==> config.mk <==
export PLATFORM = sky130hd
export DESIGN_NAME = wake_capture_ctrl
export DESIGN_NICKNAME = d
export VERILOG_FILES = /design/src/rtl/wcc_pkg.sv /design/src/rtl/wcc_sync.sv /design/src/rtl/wcc_cfg.sv /design/src/rtl/wcc_pending.sv /design/src/rtl/wake_capture_ctrl.sv
export SDC_FILE = /design/constraint.sdc
export NUM_CORES = 1
export LEC_CHECK = 0
export ABC_AREA = 1
export ABC_CLOCK_PERIOD_IN_PS = 2300
export BUFFER_PORTS_ARGS = -buffer_cell sky130_fd_sc_hd__buf_2
export CAP_MARGIN = 20
export CORE_ASPECT_RATIO = 0.8
export CORE_UTILIZATION = 45
export CTS_CLUSTER_SIZE = 40
export DETAILED_ROUTE_END_ITERATION = 8
export RECOVER_POWER = 100
export SETUP_SLACK_MARGIN = 0.02
export SKIP_CTS_REPAIR_TIMING = 1
export SYNTH_ARGS = -nofsm -noshare
export SYNTH_HDL_FRONTEND = slang
export SYNTH_SLANG_ARGS = --single-unit
export TNS_END_PERCENT = 20
==> constraint.sdc <==
create_clock -name clk -period 2.3 [get_ports clk]
set_input_delay 0.115 -clock clk [delete_from_list [all_inputs] [get_ports clk]]
set_output_delay 0.115 -clock clk [all_outputs]
set_load 0.02 [all_outputs]
==> src/rtl/wcc_pkg.sv <==
// Package: bank codes of the capture controller register port.
// Assumes: bank code occupies the upper 4 address bits.
package wcc_pkg;
    localparam logic [3:0] BK_CTRL     = 4'd0;
    localparam logic [3:0] BK_MASK     = 4'd1;
    localparam logic [3:0] BK_MASK_SET = 4'd2;
    localparam logic [3:0] BK_MASK_CLR = 4'd3;
    localparam logic [3:0] BK_POL      = 4'd4;
    localparam logic [3:0] BK_POL_SET  = 4'd5;
    localparam logic [3:0] BK_POL_CLR  = 4'd6;
    localparam logic [3:0] BK_SENS     = 4'd7;
    localparam logic [3:0] BK_SENS_SET = 4'd8;
    localparam logic [3:0] BK_SENS_CLR = 4'd9;
    localparam logic [3:0] BK_STAT     = 4'd10;
    localparam logic [3:0] BK_ACK      = 4'd11;
    localparam int         WORD_W      = 32;
endpackage

==> src/rtl/wcc_sync.sv <==
// Module: two-flop synchroniser per line, plus one history flop for edge detection.
// Assumes: lines are asynchronous level signals; reset value 0.
module wcc_sync #(
    parameter int LINES = 64
) (
    input  logic             clk,
    input  logic             rst_n,
    input  logic [LINES-1:0] raw_in,
    output logic [LINES-1:0] sync_q,
    output logic [LINES-1:0] prev_q
);
    logic [LINES-1:0] meta_q;

    // Purpose: shift raw lines through two sync stages and one history stage.
    always_ff @(posedge clk) begin
        if (!rst_n) begin
            meta_q <= '0;
            sync_q <= '0;
            prev_q <= '0;
        end else begin
            meta_q <= raw_in;
            sync_q <= meta_q;
            prev_q <= sync_q;
        end
    end
endmodule

==> src/rtl/wcc_cfg.sv <==
// Module: per-line mask/polarity/sensitivity banks, control word, ack decode.
// Assumes: word-addressed writes, set/clear aliases act only on 1 bits,
//          soft reset is a one-cycle registered pulse.
module wcc_cfg
    import wcc_pkg::*;
#(
    parameter int NUM_WORDS = 2,
    parameter int WORD_BITS = 4,
    localparam int LINES    = WORD_W * NUM_WORDS
) (
    input  logic                 clk,
    input  logic                 rst_n,
    input  logic                 wr,
    input  logic [3:0]           bank,
    input  logic [WORD_BITS-1:0] word,
    input  logic [WORD_W-1:0]    wdata,
    output logic [LINES-1:0]     mask_q,
    output logic [LINES-1:0]     pol_q,
    output logic [LINES-1:0]     sens_q,
    output logic [LINES-1:0]     ack_vec,
    output logic                 en_q,
    output logic                 srst_q
);
    logic [WORD_W-1:0] mask_w [NUM_WORDS];
    logic [WORD_W-1:0] pol_w  [NUM_WORDS];
    logic [WORD_W-1:0] sens_w [NUM_WORDS];

    for (genvar w = 0; w < NUM_WORDS; w++) begin : g_word
        logic hit;
        assign hit = wr && (word == WORD_BITS'(w));

        // Purpose: apply set/clear aliases to this word's attribute bits.
        always_ff @(posedge clk) begin
            if (!rst_n || srst_q) begin
                mask_w[w] <= '1;
                pol_w[w]  <= '0;
                sens_w[w] <= '0;
            end else if (hit) begin
                case (bank)
                    BK_MASK_SET: mask_w[w] <= mask_w[w] | wdata;
                    BK_MASK_CLR: mask_w[w] <= mask_w[w] & ~wdata;
                    BK_POL_SET:  pol_w[w]  <= pol_w[w]  | wdata;
                    BK_POL_CLR:  pol_w[w]  <= pol_w[w]  & ~wdata;
                    BK_SENS_SET: sens_w[w] <= sens_w[w] | wdata;
                    BK_SENS_CLR: sens_w[w] <= sens_w[w] & ~wdata;
                    default: ;
                endcase
            end
        end

        assign mask_q[w*WORD_W +: WORD_W]  = mask_w[w];
        assign pol_q[w*WORD_W +: WORD_W]   = pol_w[w];
        assign sens_q[w*WORD_W +: WORD_W]  = sens_w[w];
        assign ack_vec[w*WORD_W +: WORD_W] = (hit && bank == BK_ACK) ? wdata : '0;
    end

    // Purpose: hold the enable bit and generate the one-cycle soft reset pulse.
    always_ff @(posedge clk) begin
        if (!rst_n) begin
            en_q   <= 1'b0;
            srst_q <= 1'b0;
        end else begin
            srst_q <= wr && (bank == BK_CTRL) && wdata[1] && !srst_q;
            if (wr && bank == BK_CTRL)
                en_q <= wdata[0];
        end
    end

    AST_SRST_ONE_CYCLE: assert property (@(posedge clk) disable iff (!rst_n)
        srst_q |=> !srst_q);
    AST_SRST_RESTORE: assert property (@(posedge clk) disable iff (!rst_n)
        srst_q |=> ((&mask_q) && (pol_q == '0) && (sens_q == '0)));
endmodule

==> src/rtl/wcc_pending.sv <==
// Module: per-line event qualification and pending latch.
// Assumes: inputs already synchronised; ack and set act on the same edge,
//          with set winning so an active level cannot be acknowledged away.
module wcc_pending #(
    parameter int LINES = 64
) (
    input  logic             clk,
    input  logic             rst_n,
    input  logic [LINES-1:0] sync_q,
    input  logic [LINES-1:0] prev_q,
    input  logic [LINES-1:0] mask_q,
    input  logic [LINES-1:0] pol_q,
    input  logic [LINES-1:0] sens_q,
    input  logic [LINES-1:0] ack_vec,
    input  logic             en_q,
    input  logic             srst_q,
    output logic [LINES-1:0] pend_q
);
    logic [LINES-1:0] edge_hit, lvl_hit, set_vec;

    // Purpose: qualify each line by its mode, polarity, mask and the global enable.
    always_comb begin
        edge_hit = (pol_q & sync_q & ~prev_q) | (~pol_q & ~sync_q & prev_q);
        lvl_hit  = ~(sync_q ^ pol_q);
        set_vec  = ((sens_q & lvl_hit) | (~sens_q & edge_hit)) & ~mask_q & {LINES{en_q}};
    end

    // Purpose: latch qualified events, clear acknowledged bits, wipe on soft reset.
    always_ff @(posedge clk) begin
        if (!rst_n || srst_q)
            pend_q <= '0;
        else
            pend_q <= (pend_q & ~ack_vec) | set_vec;
    end

    AST_MASKED_NO_SET: assert property (@(posedge clk) disable iff (!rst_n)
        (|mask_q) |=> ((pend_q & ~$past(pend_q) & $past(mask_q)) == '0));
    AST_DISABLED_NO_SET: assert property (@(posedge clk) disable iff (!rst_n)
        !en_q |=> ((pend_q & ~$past(pend_q)) == '0));
    AST_LEVEL_HELD: assert property (@(posedge clk) disable iff (!rst_n)
        (en_q && !srst_q) |=> ((~pend_q & $past(sens_q & ~mask_q & ~(sync_q ^ pol_q))) == '0));
    AST_ACK_CLEARS: assert property (@(posedge clk) disable iff (!rst_n)
        (|ack_vec) |=> ((pend_q & $past(ack_vec & ~set_vec)) == '0));
endmodule

==> src/rtl/wake_capture_ctrl.sv <==
// Module: top of the sleep-mode interrupt capture controller.
// Assumes: word-addressed register port {bank, word}, combinational read data,
//          32 lines per word, synchronous active-low reset.
module wake_capture_ctrl
    import wcc_pkg::*;
#(
    parameter int NUM_WORDS = 2,
    parameter int WORD_BITS = 4
) (
    input  logic                      clk,
    input  logic                      rst_n,
    input  logic                      reg_wr,
    input  logic [3+WORD_BITS:0]      reg_addr,
    input  logic [31:0]               reg_wdata,
    output logic [31:0]               reg_rdata,
    input  logic [32*NUM_WORDS-1:0]   line_in,
    output logic                      irq_out
);
    localparam int LINES  = WORD_W * NUM_WORDS;
    localparam int ADDR_W = 4 + WORD_BITS;

    logic [3:0]           bank;
    logic [WORD_BITS-1:0] word;
    logic [LINES-1:0]     sync_q, prev_q, mask_q, pol_q, sens_q, ack_vec, pend_q;
    logic                 en_q, srst_q;

    assign bank = reg_addr[ADDR_W-1 -: 4];
    assign word = reg_addr[WORD_BITS-1:0];

    wcc_sync #(.LINES(LINES)) u_sync (
        .clk(clk), .rst_n(rst_n), .raw_in(line_in), .sync_q(sync_q), .prev_q(prev_q)
    );

    wcc_cfg #(.NUM_WORDS(NUM_WORDS), .WORD_BITS(WORD_BITS)) u_cfg (
        .clk(clk), .rst_n(rst_n), .wr(reg_wr), .bank(bank), .word(word),
        .wdata(reg_wdata), .mask_q(mask_q), .pol_q(pol_q), .sens_q(sens_q),
        .ack_vec(ack_vec), .en_q(en_q), .srst_q(srst_q)
    );

    wcc_pending #(.LINES(LINES)) u_pend (
        .clk(clk), .rst_n(rst_n), .sync_q(sync_q), .prev_q(prev_q),
        .mask_q(mask_q), .pol_q(pol_q), .sens_q(sens_q), .ack_vec(ack_vec),
        .en_q(en_q), .srst_q(srst_q), .pend_q(pend_q)
    );

    // Purpose: select the read-back word addressed by bank and word index.
    always_comb begin
        reg_rdata = '0;
        if (bank == BK_CTRL)
            reg_rdata = {30'd0, srst_q, en_q};
        for (int w = 0; w < NUM_WORDS; w++) begin
            if (word == WORD_BITS'(w)) begin
                case (bank)
                    BK_MASK: reg_rdata = mask_q[w*WORD_W +: WORD_W];
                    BK_POL:  reg_rdata = pol_q[w*WORD_W +: WORD_W];
                    BK_SENS: reg_rdata = sens_q[w*WORD_W +: WORD_W];
                    BK_STAT: reg_rdata = pend_q[w*WORD_W +: WORD_W];
                    default: ;
                endcase
            end
        end
    end

    // Purpose: summary interrupt from unmasked pending lines while enabled.
    assign irq_out = en_q && |(pend_q & ~mask_q);

    AST_IRQ_QUIET_AFTER_SRST: assert property (@(posedge clk) disable iff (!rst_n)
        srst_q |=> !irq_out);
endmodule

Word level (Yosys, flattened, before mapping)
Memories as Yosys holds them, arrays and structs flattened.
Index checks and enable logic that the tools add are counted.
{ "op_classes": {"eq_ne": 12, "mux": 63, "bitwise": 46, "reduce_logical": 14} }
{ "ops": {"columns": ["operator", "n"], "rows": [
  ["64-bit bitwise AND", 10],
  ["32-bit two-way mux", 16],
  ["64-bit NOT", 7],
  ["32-bit case mux with 4 select lines", 2],
  ["32-bit bitwise AND", 6],
  ["32-bit OR", 6],
  ["64-bit OR", 3],
  ["64-bit OR reduction", 1],
  ["64-bit bitwise XOR", 1],
  ["1-bit two-way mux", 44],
  ["32-bit NOT", 1],
  ["4-bit by 3-bit equality test with 1-bit output (second input constant)", 4],
  ["4-bit equality test (second input constant)", 4],
  ["1-bit OR", 12],
  ["4-bit by 1-bit equality test with 1-bit output (second input constant)", 2],
  ["4-bit by 2-bit equality test with 1-bit output (second input constant)", 2],
  ["1-bit logical AND", 8],
  ["4-bit zero test", 2],
  ["1-bit zero test", 2],
  ["2-bit two-way mux", 1],
  ["1-bit logical OR", 1]
]} }
{ "totals": {"register_bits": 258, "mem_bits_rw": 192, "in_bits": 107, "out_inout_bits": 33, "wordCells": 144, "n_memories": 3} }
{ "mem_list": {"columns": ["name", "words", "width", "rd", "rd_clocked_by_memory_dff", "write_ports", "line_no", "text"], "rows": [
  ["u_cfg.mask_w", 2, 32, 2, 0, 2, "wcc_cfg.sv:24", "logic [WORD_W-1:0] mask_w [NUM_WORDS];"],
  ["u_cfg.pol_w", 2, 32, 2, 0, 2, "wcc_cfg.sv:25", "logic [WORD_W-1:0] pol_w [NUM_WORDS];"],
  ["u_cfg.sens_w", 2, 32, 2, 0, 2, "wcc_cfg.sv:26", "logic [WORD_W-1:0] sens_w [NUM_WORDS];"]
]} }

Longest topological paths before layout
An unclocked memory read counts as a cell.
{ "depth": {"depth_word": 10, "depth_mapped": 10, "mapped_depth_nobuf": 9} }

Hierarchy
Synthesis repeated with hierarchy kept, for this count alone.
{ "unflattened": {"cells_unflattened": 3591, "area_unflattened_um2": 25428.1} }
{ "by_module_without_submodules": {"columns": ["module", "instances", "cells_each", "area_per_inst_um2", "seq_area_each_um2"], "rows": [
  ["wcc_cfg", 1, 1087, 9984.6, 5805.6],
  ["wcc_pending", 1, 1231, 7003.0, 1281.2],
  ["wcc_sync", 1, 597, 5515.3, 3843.7],
  ["wake_capture_ctrl", 1, 676, 2925.3, 0.0]
]} }

Worst setup path before layout
OpenSTA, ideal clock, no wires.
{ "synth_path": {"path_type": "reg-to-reg", "from": "register u_cfg.srst_q", "to": "memory u_cfg.mask_w[0][0] (enable)", "setup_ns": 0.561, "arrival_ns": 1.695, "t_required_ns": 1.739, "path_slack_ns": 0.044, "stages_incl_launch_ff": 6, "path_buffers": 2, "period_less_slack_ns": 2.256, "cell_sequence": "dfxtp_1 nor2_2 buf_4 nand4_1 clkbuf_1 nand3_1"} }
{ "synth_lines": {"columns": ["element", "line_no", "text"], "rows": [
  ["from (decl)", "wcc_cfg.sv:22", "output logic srst_q"],
  ["from (signal assigned)", "wcc_cfg.sv:63", "srst_q <= wr && (bank == BK_CTRL) && wdata[1] && !srst_q;"],
  ["to (decl)", "wcc_cfg.sv:24", null]
]} }

==> results.yml <==
timing:
  finClkSkew_ns: 0.00949
  fmax_mhz: 448
  tightestPinTransition_ns: 2.25
  max_slew_margin: -0.497
  fin_crit_sh: 0.971
  slew_viol_final: 194
  fin_setup_tns_ns: 0
  fin_crit_ns: 2.23
  finalSetupViolCount: 0
  rsz0062_at_grt: "false"
  hold_violations: 0
route:
  dr.pass1.iters: 6
  num_vias: 19500
  drt_iter0_markers: 2237
  ant_nets: 0
  viasPerCell: 5.32
  drc: 0
  wire_per_inst_um: 18.6
  drt-total-wl_um: 67900
logic_synthesis:
  syn_area_sq_um: 22300
  synth-seq-area-share: 0.491
  ys_seq_elements: 450
  yosysUniqueCellTypes: 36
  syn-num-nets: 2990
  synthCells: 2755
  syn_avg_cell_area_sq_um: 8.09
  yosysWarnings: 0
clock_network:
  clk_transition_reported_paths_ns: 0.06
  clock-sinks: 450
  cts_tree: "built"
  cts_made_buffers: 48
  cts-htree-levels: 2
  cts_max_path_buffers: 3
  clock_latency_ns: 0.59
  clk_root_buffer_cell: "clkbuf_16"
finish:
  fin_nets: 3226
  final_common_cell: "nand2_1"
  final_cell_mix: "nand2_1 (776), inv_1 (488), dfxtp_1 (258), nor2_1 (201), edfxtp_1 (192)"
  area_growth_pct: 18.0
  nFillCells: 4436
  multiInputGateArea_sq_um: 9010
  instances_no_fill: 3661
  drive_gt1_frac: 0.0897
  seq_area_sq_um: 10900
floorplanning:
  row_count: 72
  io-pin-count: 140
  coreArea_sq_um: 48600
  die_h_um: 201
  die_x_um: 251
  start_util: 0.459
  dieArea_sq_um: 50400
power_and_ir_drop:
  p_leak_nw: 12.6
  switching_share: 0.237
  clkPwrFrac: 0.444
  ir_drop_v: 0.000510
  seqPwrFrac: 0.488
  power_frac_comb: 0.068
  p_switching_mw: 4.23
  power_density_nw_per_um2: 678
  power.internal_mw: 13.6
hold_path:
  holdPathEnd: "u_cfg.en_q"
  min_path_cells: 4
  hold_start: "reg_addr[6]"
  min_path_type: "in2reg"
worst_setup_path:
  arrival_ns: 2.45
  crit_fanout: 17
  cp-start-kind: "flop"
  r2r-end: "u_cfg.pol_w[1][20]"
  reg2reg_depth: 6
  endpoint_kind: "flop"
  cp.required_ns: 2.52
  r2r_start: "u_cfg.srst_q"
  reg2reg_slack_ns: 0.07
  worstSetupPathType: "reg2reg"
outcome:
  violations: "capacitance limit, slew limit"
  status: "complete, but fails checks"
job:
  drv_cap: 1
grt:
  grt_pass1_wl_um: 103000
  first_global_vias: 18100
  grt_use_total: 0.265
  antenna_found_initial: 2
  grt_max_degree: 194
  globalRouteOverflowTotal: 0
placed_design:
  globalplace.congestion: 0.894
  dp_cells: 3473
  dp_hpwl_um: 43600
  port_buffers: 139
flip-flops by register name, indices dropped and copies added, names as in the netlist:
register / flops
u_sync.sync_q: 64
u_cfg.sens_w: 64
u_cfg.en_q: 1
u_cfg.srst_q: 1
u_cfg.mask_w: 64
u_sync.meta_q: 64
u_cfg.pol_w: 64
u_pend.pend_q: 64
u_sync.prev_q: 64
worst max-delay path, cell delays in order (launching register included):
cell and delay (ns):
dfxtp_1 0.32, nor2_1 0.29, nand2_2 0.10, a21oi_1 0.23, nand2_2 0.07, nand2_1 0.19, clkbuf_2 0.63
stage by stage:
| stage | hold slack (ns) | setup slack (ns) | cell area (sq um) | utilization | total power [mW] |
|---|---|---|---|---|---|
| after global placement | 0.294 | 0.507 | 23900 | 0.492 | 9.93 |
| after floorplan | 0.213 | 0.0438 | 22300 | - | 9.44 |
| after global routing | 0.0447 | 0.0139 | 26300 | 0.541 | 18.4 |
| final | 0.0341 | 0.0660 | 26300 | 0.541 | 17.8 |
| after CTS | -0.325 | 0.0952 | 25500 | 0.526 | 17.8 |
| after detailed placement | 0.299 | 0.398 | 23900 | 0.492 | 9.97 |
Yosys cell counts:
cell / n / area (sq um)
o22ai_1: 2 / 12.5
ha_1: 128 / 1600
nand2_2: 3 / 18.8
a211oi_2: 1 / 12.5
nor2_1: 202 / 758
nand2_4: 1 / 11.3
nand3_1: 29 / 145
o21ai_0: 149 / 746
nand2_1: 776 / 2910
or2_2: 1 / 6.26
nand4_2: 2 / 25.0
nor3_1: 1 / 5.00
dfxtp_1: 258 / 5160
o2111ai_1: 29 / 254
o21ai_1: 21 / 105
o211ai_1: 67 / 503
mux2_2: 15 / 169
a211oi_1: 69 / 518
a21oi_2: 1 / 8.76
nor3_2: 1 / 10.0
nor2_4: 3 / 33.8
inv_2: 4 / 15.0
a21oi_1: 143 / 716
buf_4: 2 / 15.0
buf_6: 6 / 67.6
clkbuf_1: 53 / 199
o21bai_1: 19 / 143
edfxtp_1: 192 / 5770
nand3_2: 1 / 10.0
inv_1: 487 / 1830
buf_2: 37 / 185
buf_1: 2 / 7.51
nand4_1: 39 / 244
nor2_2: 7 / 43.8
clkbuf_2: 3 / 15.0
clkinv_1: 1 / 3.75
area by class of cell:
type | instances | share of cell area
inverter | 492 | 0.0702
timing repair buffer | 289 | 0.0794
antenna | 1 | 0.0000952
multi-input combinational | 1710 | 0.343
clock inverter | 8 | 0.00181
clock buffer | 82 | 0.0599
tap | 629 | 0.0299
sequential | 450 | 0.416
per-layer routing:
metal	up-vias	wire length, um	GRT usage
met1	9151	29900	0.384
met5	-	13	0
met3	134	6490	0.0397
li1	9318	-	-
met4	2	1700	0.0865
met2	884	29800	0.403
cell families after synthesis:
family,count (synthesis),share of synthesized area
and+or+nand+nor,1066,0.190
muxes,15,0.00758
AOI/OAI and AO/OA,501,0.135
buffers and inverters,595,0.105
DFF,450,0.491
adders and majority gates,128,0.0719
worst max-delay path by stage:
| stage | endpoint | slack, ns | depth (start not counted) | start |
|---|---|---|---|---|
| floorplan | u_cfg.mask_w[0][0] | 0.04 | 5 | u_cfg.srst_q |
| global placement | u_cfg.sens_w[0][31] | 0.51 | 7 | reg_addr[3] |
| detailed placement | u_cfg.sens_w[0][22] | 0.40 | 7 | reg_addr[3] |
| CTS | irq_out | 0.1 | 10 | u_cfg.mask_w[0][8] |
| global route | u_cfg.mask_w[1][8] | 0.01 | 6 | u_cfg.srst_q |
| finish | u_cfg.pol_w[1][20] | 0.07 | 6 | u_cfg.srst_q |
power groups by stage:
stage	Clock [mW]	Combinational, mW	Sequential (mW)
after floorplan	0	0.623	8.81
after global placement	0	1.07	8.86
after CTS	8.05	1.11	8.70
after global routing	8.35	1.35	8.72
after detailed placement	0	1.10	8.87
final	7.91	1.22	8.70
(Power assumes the default switching activity.)
